--- config.mk ---
export PLATFORM = sky130hd
export DESIGN_NAME = dram_timing_reg
export DESIGN_NICKNAME = d
export VERILOG_FILES = /design/src/rtl/dtr_pkg.sv /design/src/rtl/dtr_field.sv /design/src/rtl/dtr_reinit.sv /design/src/rtl/dtr_order_mon.sv /design/src/rtl/dram_timing_reg.sv
export SDC_FILE = /design/constraint.sdc
export NUM_CORES = 1
export LEC_CHECK = 0
export BUFFER_PORTS_ARGS = -buffer_cell sky130_fd_sc_hd__buf_2
export CORE_MARGIN = 4
export CORE_UTILIZATION = 41
export CTS_CLUSTER_SIZE = 10
export DETAILED_ROUTE_END_ITERATION = 8
export MAX_ROUTING_LAYER = met4
export PLACE_DENSITY = 0.79
export SYNTH_ARGS = -nofsm -noshare
export SYNTH_HDL_FRONTEND = slang
export SYNTH_HIERARCHICAL = 1
export SYNTH_SLANG_ARGS = --single-unit
--- constraint.sdc ---
create_clock -name clk -period 2 [get_ports clk]
set_input_delay 0.4 -clock clk [delete_from_list [all_inputs] [get_ports clk]]
set_output_delay 0.4 -clock clk [all_outputs]
set_load 0.01 [all_outputs]
--- src/rtl/dtr_pkg.sv ---
package dtr_pkg;
   localparam int DTR_W = 32;
   typedef logic [DTR_W-1:0] dtr_word_t;
endpackage

--- src/rtl/dtr_field.sv ---
module dtr_field #(
   parameter int W   = 3,
   parameter int RST = 0
) (
   input  logic         clk,
   input  logic         rst_n,
   input  logic         load,
   input  logic [W-1:0] d,
   output logic [W-1:0] q
);
   always_ff @(posedge clk) begin
      if (!rst_n)    q <= W'(RST);
      else if (load) q <= d;
   end
endmodule

--- src/rtl/dtr_reinit.sv ---
module dtr_reinit #(
   parameter int W = 3
) (
   input  logic         clk,
   input  logic         rst_n,
   input  logic         acc,
   input  logic         en,
   input  logic [W-1:0] new_val,
   input  logic [W-1:0] cur_val,
   output logic         pulse
);
   always_ff @(posedge clk) begin
      if (!rst_n) pulse <= 1'b0;
      else        pulse <= acc && en && (new_val != cur_val);
   end

   AST_INIT_CAUSE: assert property (@(posedge clk) disable iff (!rst_n)
      pulse |-> ($past(acc) && $past(en)));
   AST_INIT_SAME: assert property (@(posedge clk) disable iff (!rst_n)
      (acc && new_val == cur_val) |=> !pulse);
   AST_INIT_OFF: assert property (@(posedge clk) disable iff (!rst_n)
      !en |=> !pulse);
endmodule

--- src/rtl/dtr_order_mon.sv ---
module dtr_order_mon #(
   parameter int WA = 5,
   parameter int WB = 3
) (
   input  logic          clk,
   input  logic          rst_n,
   input  logic          acc,
   input  logic          rd,
   input  logic [WA-1:0] new_long,
   input  logic [WB-1:0] new_short,
   output logic          err
);
   localparam int WM = (WA > WB) ? WA : WB;
   logic [WM-1:0] long_x, short_x;
   logic          bad;

   assign long_x  = WM'(new_long);
   assign short_x = WM'(new_short);
   assign bad     = acc && (long_x < short_x);

   always_ff @(posedge clk) begin
      if (!rst_n)   err <= 1'b0;
      else if (bad) err <= 1'b1;
      else if (rd)  err <= 1'b0;
   end

   AST_ERR_SET: assert property (@(posedge clk) disable iff (!rst_n)
      bad |=> err);
   AST_ERR_CLR: assert property (@(posedge clk) disable iff (!rst_n)
      (rd && !bad) |=> !err);
   AST_ERR_HOLD: assert property (@(posedge clk) disable iff (!rst_n)
      (err && !rd) |=> err);
endmodule

--- src/rtl/dram_timing_reg.sv ---
module dram_timing_reg
   import dtr_pkg::*;
#(
   parameter int W_REF   = 7,
   parameter int W_PRE   = 3,
   parameter int W_ARW   = 3,
   parameter int W_WRC   = 3,
   parameter int W_APR   = 5,
   parameter int W_AAC   = 5,
   parameter int W_AAB   = 3,
   parameter int W_W2R   = 2,
   parameter int RST_REF = 63,
   parameter int RST_PRE = 7,
   parameter int RST_ARW = 7,
   parameter int RST_WRC = 7,
   parameter int RST_APR = 31,
   parameter int RST_AAC = 31,
   parameter int RST_AAB = 7,
   parameter int RST_W2R = 3,
   parameter bit RD_ZERO_IDLE = 1'b1
) (
   input  logic             clk,
   input  logic             rst_n,
   input  logic             wr_en,
   input  logic             rd_en,
   input  logic [31:0]      wdata,
   output logic [31:0]      rdata,
   input  logic             unlock,
   input  logic             ctrl_en,
   output logic [W_REF-1:0] cyc_refresh,
   output logic [W_PRE-1:0] cyc_precharge,
   output logic [W_ARW-1:0] cyc_act_rw,
   output logic [W_WRC-1:0] cyc_wr_recov,
   output logic [W_APR-1:0] cyc_act_pre,
   output logic [W_AAC-1:0] cyc_act_act,
   output logic [W_AAB-1:0] cyc_act_act_bank,
   output logic [W_W2R-1:0] cyc_wr_rd,
   output logic             init_req,
   output logic             order_err
);
   localparam int L_W2R = 0;
   localparam int L_RSV = L_W2R + W_W2R;
   localparam int L_AAB = L_RSV + 1;
   localparam int L_AAC = L_AAB + W_AAB;
   localparam int L_APR = L_AAC + W_AAC;
   localparam int L_WRC = L_APR + W_APR;
   localparam int L_ARW = L_WRC + W_WRC;
   localparam int L_PRE = L_ARW + W_ARW;
   localparam int L_REF = L_PRE + W_PRE;
   localparam int L_TOP = L_REF + W_REF;
   localparam dtr_word_t RSV_MASK = dtr_word_t'(1) << L_RSV;

   generate
      if (L_TOP != DTR_W) begin : g_bad_layout
         $error("dram_timing_reg: field widths must fill the word");
      end
      if (RST_REF >= (1 << W_REF) || RST_PRE >= (1 << W_PRE) ||
          RST_ARW >= (1 << W_ARW) || RST_WRC >= (1 << W_WRC) ||
          RST_APR >= (1 << W_APR) || RST_AAC >= (1 << W_AAC) ||
          RST_AAB >= (1 << W_AAB) || RST_W2R >= (1 << W_W2R)) begin : g_bad_reset
         $error("dram_timing_reg: reset value exceeds field width");
      end
   endgenerate

   logic      wr_acc;
   dtr_word_t held_word;

   assign wr_acc = wr_en && unlock;

   dtr_field #(.W(W_REF), .RST(RST_REF)) u_ref (.clk(clk), .rst_n(rst_n), .load(wr_acc),
      .d(wdata[L_REF +: W_REF]), .q(cyc_refresh));
   dtr_field #(.W(W_PRE), .RST(RST_PRE)) u_pre (.clk(clk), .rst_n(rst_n), .load(wr_acc),
      .d(wdata[L_PRE +: W_PRE]), .q(cyc_precharge));
   dtr_field #(.W(W_ARW), .RST(RST_ARW)) u_arw (.clk(clk), .rst_n(rst_n), .load(wr_acc),
      .d(wdata[L_ARW +: W_ARW]), .q(cyc_act_rw));
   dtr_field #(.W(W_WRC), .RST(RST_WRC)) u_wrc (.clk(clk), .rst_n(rst_n), .load(wr_acc),
      .d(wdata[L_WRC +: W_WRC]), .q(cyc_wr_recov));
   dtr_field #(.W(W_APR), .RST(RST_APR)) u_apr (.clk(clk), .rst_n(rst_n), .load(wr_acc),
      .d(wdata[L_APR +: W_APR]), .q(cyc_act_pre));
   dtr_field #(.W(W_AAC), .RST(RST_AAC)) u_aac (.clk(clk), .rst_n(rst_n), .load(wr_acc),
      .d(wdata[L_AAC +: W_AAC]), .q(cyc_act_act));
   dtr_field #(.W(W_AAB), .RST(RST_AAB)) u_aab (.clk(clk), .rst_n(rst_n), .load(wr_acc),
      .d(wdata[L_AAB +: W_AAB]), .q(cyc_act_act_bank));
   dtr_field #(.W(W_W2R), .RST(RST_W2R)) u_w2r (.clk(clk), .rst_n(rst_n), .load(wr_acc),
      .d(wdata[L_W2R +: W_W2R]), .q(cyc_wr_rd));

   assign held_word = {cyc_refresh, cyc_precharge, cyc_act_rw, cyc_wr_recov,
                       cyc_act_pre, cyc_act_act, cyc_act_act_bank, 1'b0, cyc_wr_rd};

   generate
      if (RD_ZERO_IDLE) begin : g_rd_gated
         assign rdata = rd_en ? held_word : '0;
         AST_RD_IDLE: assert property (@(posedge clk) disable iff (!rst_n)
            !rd_en |-> (rdata == '0));
      end else begin : g_rd_open
         assign rdata = held_word;
      end
   endgenerate

   dtr_reinit #(.W(W_WRC)) u_reinit (
      .clk(clk), .rst_n(rst_n), .acc(wr_acc), .en(ctrl_en),
      .new_val(wdata[L_WRC +: W_WRC]), .cur_val(cyc_wr_recov), .pulse(init_req));

   dtr_order_mon #(.WA(W_APR), .WB(W_ARW)) u_order (
      .clk(clk), .rst_n(rst_n), .acc(wr_acc), .rd(rd_en),
      .new_long(wdata[L_APR +: W_APR]), .new_short(wdata[L_ARW +: W_ARW]), .err(order_err));

   AST_LOCKED_HOLD: assert property (@(posedge clk) disable iff (!rst_n)
      (wr_en && !unlock) |=> $stable(held_word));
   AST_ACC_LOAD: assert property (@(posedge clk) disable iff (!rst_n)
      wr_acc |=> (held_word == ($past(wdata) & ~RSV_MASK)));
   AST_RSVD_ZERO: assert property (@(posedge clk) disable iff (!rst_n)
      rdata[L_RSV] == 1'b0);
endmodule

==> results of run 1 <==
-- critical path, stage by stage --
cell and delay (ps):
buf_2 350, and2_2 220, buf_2 120
-- cell families (layout without fill, tap and decap cells) --
| group | count (synthesis) | count (layout) | share of synthesized area (%) |
|---|---|---|---|
| xor gates and xnor gates | 3 | 3 | 1.75 |
| DFF | 33 | 33 | 43.9 |
| muxes | 31 | 31 | 20.6 |
| and+or+nand+nor | 68 | 68 | 26.4 |
| other | 1 | 1 | 0.249 |
| AOI/OAI and AO/OA | 3 | 3 | 1.25 |
| buffers and inverters | 9 | 112 | 4.24 |
| adders and majority gates | 2 | 2 | 1.66 |
-- synthesized netlist by cell type --
cell type,instances
a31oi_1,1
and2_1,1
and2_2,31
buf_4,1
buf_6,3
clkbuf_2,3
conb_1,1
dfxtp_1,33
ha_1,2
inv_1,2
mux2i_1,31
nand2_1,31
nand3_1,1
nand3b_1,1
nor2b_1,1
nor3b_1,1
nor4b_2,1
o211ai_1,1
o21ai_0,1
xnor2_1,3
-- through the flow --
stage	cells	hold WS [ps]	power, mW	setup slack [ps]
after floorplan	150	462	0.891	376
after global placement	291	459	1.02	480
after detailed placement	291	460	1.02	463
after CTS	299	332	1.49	458
after global routing	299	340	1.55	375
final	299	342	1.46	492
-- per-layer routing --
layer / routed length (µm) / part of all wire, %
met5: 0 / 0
met2: 1650 / 46
met1: 1510 / 42
met4: 40 / 1.1
met3: 401 / 11
-- area by class of cell --
class                   instances  area [µm²]
well taps                      46        57.6
repair buffers                102         515
fillers                       326        1340
multi-input cells             108         782
clock buffers                   8        80.1
inverters                       2        7.51
flip-flops and latches         33         661
-- where the power goes --
part	internal [mW]	leakage (nW)	switching, mW
logic	0.149	0.687	0.144
registers	0.690	0.271	0.0211
clock network	0.247	0.0395	0.214
-- cell usage in the layout (no fill, tap or decap) --
| cell | instances |
|---|---|
| buf_4 | 2 |
| o211ai_1 | 1 |
| nand3_1 | 1 |
| nand2_1 | 31 |
| nor2b_1 | 1 |
| clkbuf_8 | 5 |
| mux2i_1 | 31 |
| nor3b_1 | 1 |
| ha_1 | 2 |
| clkbuf_1 | 3 |
| nor4b_2 | 1 |
| nand3b_1 | 1 |
| buf_2 | 100 |
| dfxtp_1 | 33 |
| and2_2 | 32 |
| o21ai_0 | 1 |
| a31oi_1 | 1 |
| xnor2_1 | 3 |
| conb_1 | 1 |
| inv_1 | 2 |
-- how the worst min path moves through the flow --
stage,from,end,slack (ps),cells after the start
final,wdata[25],u_ref/q[0]$_SDFFE_PN1P_,340,3
after global routing,wdata[26],u_ref/q[1]$_SDFFE_PN1P_,340,3
after floorplan,rst_n,u_aab/q[0]$_SDFFE_PN1P_,460,1
after CTS,wdata[23],u_pre/q[1]$_SDFFE_PN1P_,330,3
after global placement,u_order/err$_SDFFE_PN0P_,u_order/err$_SDFFE_PN0P_,460,2
after detailed placement,u_order/err$_SDFFE_PN0P_,u_order/err$_SDFFE_PN0P_,460,2
-- sequential cells by signal (all words and copies together) (netlist names) --
register / count
u_arw/q: 3
u_apr/q: 5
u_aac/q: 5
u_pre/q: 3
u_order/err: 1
u_w2r/q: 2
u_reinit/pulse: 1
u_aab/q: 3
u_ref/q: 7
u_wrc/q: 3
==> results.cfg, run 1 <==
[placement]
placed_area_um2 = 2020
finalWeightedCongestion = 0.675
portBuffers = 100
dpl.hpwl_um = 2710

[floorplanning]
die_h_um = 68.6
die_w_um = 68.6
die_area_um2 = 4700
fp-row-count = 21
start_util_pct = 43.7
pin_count = 103
fp.coreArea_um2 = 3440

[yosys]
synthTopCellsByArea = dfxtp_1 (44%), mux2i_1 (21%), and2_2 (15%)
netlist_area_um2 = 1510
synth_area_leader_cell = dfxtp_1
syn_area_per_cell_um2 = 10.0
synth_nets = 190
synth_top_area_share_pct = 43.9
yosysUniqueCellTypes = 20
synthCells = 150
seq_area_frac_synth_pct = 43.9
ys_ff_latch = 33
yosys_warnings = 6

[run]
maxCapViolations = 0

[detailed_routing]
route.antenna.remaining_nets = 0
post_drt_wl_per_cell_um = 12.0
finalWirelength_um = 3600
vias = 1347
first_pass_iters = 4
avgViaCountPerCell = 4.51
drtIter0Drc = 61
drc = 0

[final_layout]
finalInstanceArea_um2 = 2100
nNetsFinal = 292
insertedDiodeCount = 0
area_delta_synth_final_pct = 39.7
drive_gt1_share_pct = 55.3
utilization_pct = 61.1

[timing]
slew_headroom_pct = 62.1
max_freq_mhz = 663
fin_crit_sh_pct = 75.4
clock_skew_ps = 4.71
worst_slew_pin_slew_ps = 568
fin_setup_tns_ps = 0
final_hold_viol_count = 0
rsz0062_at_grt = false
slew_violations = 0
finalSetupViolCount = 0
fin_crit_ps = 1510

[global_routing]
antenna_found_initial = 0
gr-usage-met3_pct = 4.86
grt_pass1_vias = 1233
grt_pass1_wl_um = 5270
busiest_layer = met2
grt_max_degree = 35
overflow = 0
grtUsageMet1_pct = 17.1
use_met2_pct = 25.0
grt_usage_pct = 15.4

[cts]
cts-root-buf = clkbuf_8
cts_buffer_depth = 2
cts_max_level = 2
clkLatencyLatePin_ps = 270
cts_setup_buffers = 0
cts_tree = yes
cts_buffers = 5
path_clk_slew_ps = 60
cts_hold_buf = 0
cts_resized = 0
clock-sinks = 33

[setup_path]
reg2reg_depth = 2
endpoint_kind = output port
critical_path.max_fanout = 32
crit_start = rd_en
required_ps = 1600
reg2reg_slack_ps = 1270
cp.arrival_ps = 1110
endpoint = rdata[26]
start_kind = input pin
reg2reg_from = u_wrc/q[2]$_SDFFE_PN1P_
critPathKind = in2out
r2r-end = u_reinit/pulse$_SDFF_PN0_

[pwr]
max-vdd-ir-drop_v = 0.000381
cellPowerDensity_nw_per_um2 = 696
power.leakage_nw = 0.998

[hold_path]
min_path_type = in2reg

[status]
status = finished, final reports clean
Power figures use the tool's default switching activity.
==> run 2, diff against run 1 <==
==> constraint.sdc (replaced) <==
create_clock -name clk -period 1.5 [get_ports clk]
set_input_delay 0.3 -clock clk [delete_from_list [all_inputs] [get_ports clk]]
set_output_delay 0.3 -clock clk [all_outputs]
set_load 0.01 [all_outputs]
==> run 2 against run 1 <==
Effect of this change: clock skew about the same; via count is 2.7% higher; clock-buffer cell count did not move; total power rose by 33%; sequential power is 34% higher; core utilization up 0.58 points; largest cell class unchanged; critical endpoint is now rdata[4]; sequential share of layout area shrank 0.30 points; register-to-register slack lost 500 ps; setup slack worse by 300 ps; sequential cell count did not move.
==> results.cfg, run 2 (same netlist as run 1, synthesis figures left out) <==
[floorplanning]
die_w_um = 68.6
die_area_um2 = 4700
fp-row-count = 21
start_util_pct = 43.7
die_h_um = 68.6
fp.coreArea_um2 = 3440
pin_count = 103

[final_layout]
area_delta_synth_final_pct = 41.1
nNetsFinal = 293
final_cells = 300
regMostFlops = u_ref/q
insertedDiodeCount = 0
drive_gt1_share_pct = 55.5
finalInstanceArea_um2 = 2120
reg.largest.list = u_ref/q x7, u_aac/q x5, u_apr/q x5
largest_reg_flops = 7
final_common_cell = buf_2
mostFrequentLayoutCells = buf_2 (100), dfxtp_1 (33), and2_2 (32)

[detailed_routing]
post_drt_wl_per_cell_um = 12.1
drtIter0Drc = 46
first_pass_iters = 4
route.antenna.remaining_nets = 0
avgViaCountPerCell = 4.61
vias = 1384
finalWirelength_um = 3620
drc = 0

[timing]
max_freq_mhz = 766
clock_skew_ps = 4.95
final_hold_viol_count = 0
slew_violations = 0
rsz0062_at_grt = false
fin_crit_ps = 1310
fin_crit_sh_pct = 87.1
fin_ws_ps = 194
fin_setup_tns_ps = 0
finalSetupViolCount = 0

[setup_path]
cp_num_buf_inv = 2
cp.arrival_ps = 1010
path_common_cell = buf_2
critPathKind = in2out
critical_path.max_fanout = 32
crit_family = buffers and inverters
start_kind = input pin
endpoint_kind = output port
cp_cell_sequence = buf_2, and2_2, buf_2
required_ps = 1200
critical-path-max-stage-delay_ps = 350
cp_slowest_cell = buf_2

[pwr]
power_frac_comb_pct = 20.3
cellPowerDensity_nw_per_um2 = 917
p_int_mw = 1.45
power.leakage_nw = 1.01
p_switching_mw = 0.494
p_seq_share_pct = 48.8
max-vdd-ir-drop_v = 0.000615
power.share.clock_pct = 30.9
p_sw_share_pct = 25.4

[cts]
cts-root-buf = clkbuf_8
clock-sinks = 33
cts_hold_buf = 0
path_clk_slew_ps = 60
cts_buffers = 5
clkLatencyLatePin_ps = 270
cts_max_level = 2
cts_tree = yes
cts_resized = 0
cts_buffer_depth = 2
cts_setup_buffers = 0

[global_routing]
grt_pass1_wl_um = 5360
grt_max_degree = 33
overflow = 0
antenna_found_initial = 0
grt_usage_pct = 15.5
grt_pass1_vias = 1276

[status]
status = finished, final reports clean

[placement]
place_inst = 292
dpl.hpwl_um = 2850
place_ws_ps = 162
finalWeightedCongestion = 0.687
portBuffers = 100
placed_area_um2 = 2040

[run]
maxCapViolations = 0

[hold_path]
min_path_type = in2reg
run 2: metal layers:
layer / up-vias / track usage (%) / part of all wire, %
met2: 66 / 26.2 / 46
met4: 0 / 6.45 / 1.2
met1: 620 / 16.9 / 42
met3: 5 / 4.38 / 11
met5: - / - / 0
li1: 693 / - / -
run 2: final cells by class:
type / count / area (µm²)
Sequential cell: 33 / 661
Fill cell: 316 / 1320
Inverter: 2 / 7.51
Timing Repair Buffer: 103 / 536
Clock buffer: 8 / 80.1
Multi-Input combinational cell: 108 / 782
Tap cell: 46 / 57.6
run 2: path summary, 6_finish.rpt:
kind	start	end	slack [ps]	cells past startpoint
min reg2reg	u_order/err$_SDFFE_PN0P_	u_order/err$_SDFFE_PN0P_	490	2
max reg2reg	u_wrc/q[1]$_SDFFE_PN1P_	u_reinit/pulse$_SDFF_PN0_	770	2
max	rd_en	rdata[4]	190	3
min	wdata[24]	u_pre/q[2]$_SDFFE_PN1P_	250	3
run 2: tightest hold or removal path: stages:
cell and delay (ps):
buf_2 70, mux2i_1 50, nand2_1 50
run 2: power groups by stage:
| stage | Clock, mW | Combinational, mW | Sequential, mW |
|---|---|---|---|
| 2_1_floorplan | 0 | 0.203 | 0.986 |
| 3_3_place_gp | 0 | 0.395 | 0.967 |
| 3_5_place_dp | 0 | 0.400 | 0.969 |
| 4_1_cts | 0.626 | 0.402 | 0.950 |
| 5_1_grt | 0.658 | 0.439 | 0.956 |
| 6_report | 0.602 | 0.395 | 0.950 |
run 2: metrics by stage:
step | utilization, % | total power, mW | hold WS (ps)
after global placement | 59.4 | 1.36 | 462
after detailed placement | 59.4 | 1.37 | 473
after global routing | 61.7 | 2.05 | 244
after floorplan | - | 1.19 | 362
after CTS | 61.7 | 1.98 | 238
final | 61.7 | 1.95 | 246
==> run 3, diff against run 2 <==
--- a/config.mk
+++ b/config.mk
@@ -5,6 +5,7 @@
 export SDC_FILE = /design/constraint.sdc
 export NUM_CORES = 1
 export LEC_CHECK = 0
+export ABC_AREA = 1
 export BUFFER_PORTS_ARGS = -buffer_cell sky130_fd_sc_hd__buf_2
 export CORE_MARGIN = 4
 export CORE_UTILIZATION = 41
==> run 3 against run 2 <==
Effect of this change: via count grew 23%; die area grew 3.0%; critical path type unchanged; sequential cell count is the same; clock-buffer cell count shrank 1; worst hold slack lost 17 ps; highest routed layer unchanged; critical endpoint is now rdata[20]; maximum frequency grew 5.9%.
==> results.cfg, run 3 <==
[final_layout]
final_common_cell = nand2_1
final_cells = 397
largest_reg_flops = 7
reg.largest.list = u_ref/q x7, u_aac/q x5, u_apr/q x5
insertedDiodeCount = 0
finalInstanceArea_um2 = 2190
mostFrequentLayoutCells = nand2_1 (106), buf_2 (100), inv_1 (48)
nNetsFinal = 389
area_delta_synth_final_pct = 40.9
drive_gt1_share_pct = 34.1
regMostFlops = u_ref/q

[floorplanning]
die_w_um = 69.6
die_h_um = 69.6
pin_count = 103
fp-row-count = 22
fp.coreArea_um2 = 3660
start_util_pct = 42.5
die_area_um2 = 4850

[run]
maxCapViolations = 0

[detailed_routing]
drtIter0Drc = 78
first_pass_iters = 4
avgViaCountPerCell = 4.28
vias = 1700
drc = 0
finalWirelength_um = 3780
post_drt_wl_per_cell_um = 9.51
route.antenna.remaining_nets = 0

[setup_path]
required_ps = 1200
critPathKind = in2out
endpoint_kind = output port
cp.arrival_ps = 930
start_kind = input pin
critical_path.max_fanout = 23

[global_routing]
antenna_found_initial = 0
grt_pass1_wl_um = 6470
overflow = 0
grt_pass1_vias = 1513
grt_usage_pct = 16.5
grt_max_degree = 24

[yosys]
syn_area_per_cell_um2 = 6.41
seq_area_frac_synth_pct = 42.4
synth_async_sr_flop_share_pct = 0
synth_top_area_share_pct = 42.4
synth_simple_gate_area_share_pct = 37.9
yosys_warnings = 6
synth_compound_area_share_pct = 0.563
synthTopCellsByArea = dfxtp_1 (42%), nand2_1 (26%), inv_1 (12%)
synth.most_common_cell = nand2_1
synth_edf_count = 0
yosys_most_used_dff = dfxtp_1
netlist_area_um2 = 1560
synthXorXnorAreaFrac_pct = 0.563
yosysUniqueCellTypes = 14
synth_area_leader_cell = dfxtp_1
synthAdderAreaFrac_pct = 1.61
synth_top_family_by_area = simple AND/OR/NAND/NOR gates
synthMuxAreaShare_pct = 0
ys_ff_latch = 33
synthCells = 243
synth_nets = 283
ys_top_cells_by_count = nand2_1 (106), inv_1 (48), dfxtp_1 (33), nand3_1 (33), inv_2 (7)

[cts]
cts_tree = yes
cts_setup_buffers = 0
cts_buffer_depth = 2
cts_max_level = 2
cts-root-buf = clkbuf_8
clkLatencyLatePin_ps = 270
cts_resized = 0
path_clk_slew_ps = 60
clock-sinks = 33
cts_buffers = 5
cts_hold_buf = 0

[timing]
rsz0062_at_grt = false
slew_violations = 0
max_freq_mhz = 810
fin_crit_sh_pct = 82.3
fin_crit_ps = 1230
clock_skew_ps = 0.0439
fin_setup_tns_ps = 0
finalSetupViolCount = 0
final_hold_viol_count = 0

[placement]
finalWeightedCongestion = 0.771
portBuffers = 100
dpl.hpwl_um = 2930
place_inst = 390
placed_area_um2 = 2110

[pwr]
max-vdd-ir-drop_v = 0.000552
cellPowerDensity_nw_per_um2 = 945
power.leakage_nw = 1.44

[hold_path]
min_path_type = in2reg

[status]
status = finished, final reports clean
run 3: layout make-up:
| cell class | instances | area (µm²) |
|---|---|---|
| inverters | 55 | 206 |
| multi-input cells | 150 | 637 |
| fillers | 365 | 1470 |
| well taps | 48 | 60.1 |
| clock buffers | 7 | 86.3 |
| flip-flops and latches | 33 | 661 |
| repair buffers | 104 | 543 |
run 3: metrics by stage:
stage	hold slack [ps]	util, %	total power [mW]	worst slack [ps]
final	229	59.9	2.07	266
after global routing	222	59.9	2.19	176
after CTS	222	59.9	2.09	255
after detailed placement	462	57.6	1.44	253
after global placement	458	57.6	1.43	277
after floorplan	384	-	1.24	105
run 3: worst max-delay path, stage by stage:
cell	delay, ps
buf_2	210
buf_12	190
nand2_1	60
inv_1	50
buf_2	110
run 3: power breakdown:
part	internal (mW)	switching (mW)
clock	0.364	0.289
sequential	0.935	0.0425
combinational	0.192	0.250
total	1.49	0.582
run 3: cells by family after synthesis:
group	after synthesis
flops	33
buf+inv	60
other cells	1
simple gates	145
fa+ha+maj	2
compound gates	1
xor+xnor	1
run 3: final timing paths:
| check | start | to | slack [ps] | cells after the start |
|---|---|---|---|---|
| max | rd_en | rdata[20] | 270 | 5 |
| max reg2reg | u_wrc/q[0]$_SDFFE_PN1P_ | u_reinit/pulse$_SDFF_PN0_ | 700 | 5 |
| min | wdata[22] | u_pre/q[0]$_SDFFE_PN1P_ | 230 | 3 |
| min reg2reg | u_aac/q[2]$_SDFFE_PN1P_ | u_aac/q[2]$_SDFFE_PN1P_ | 480 | 2 |
run 3: layer usage:
layer	vias up	global-route usage, %	wire length, µm
met1	713	19.9	1670
met4	0	6.17	40
met3	4	5.22	330
li1	916	-	-
met5	-	-	0
met2	67	25.7	1730
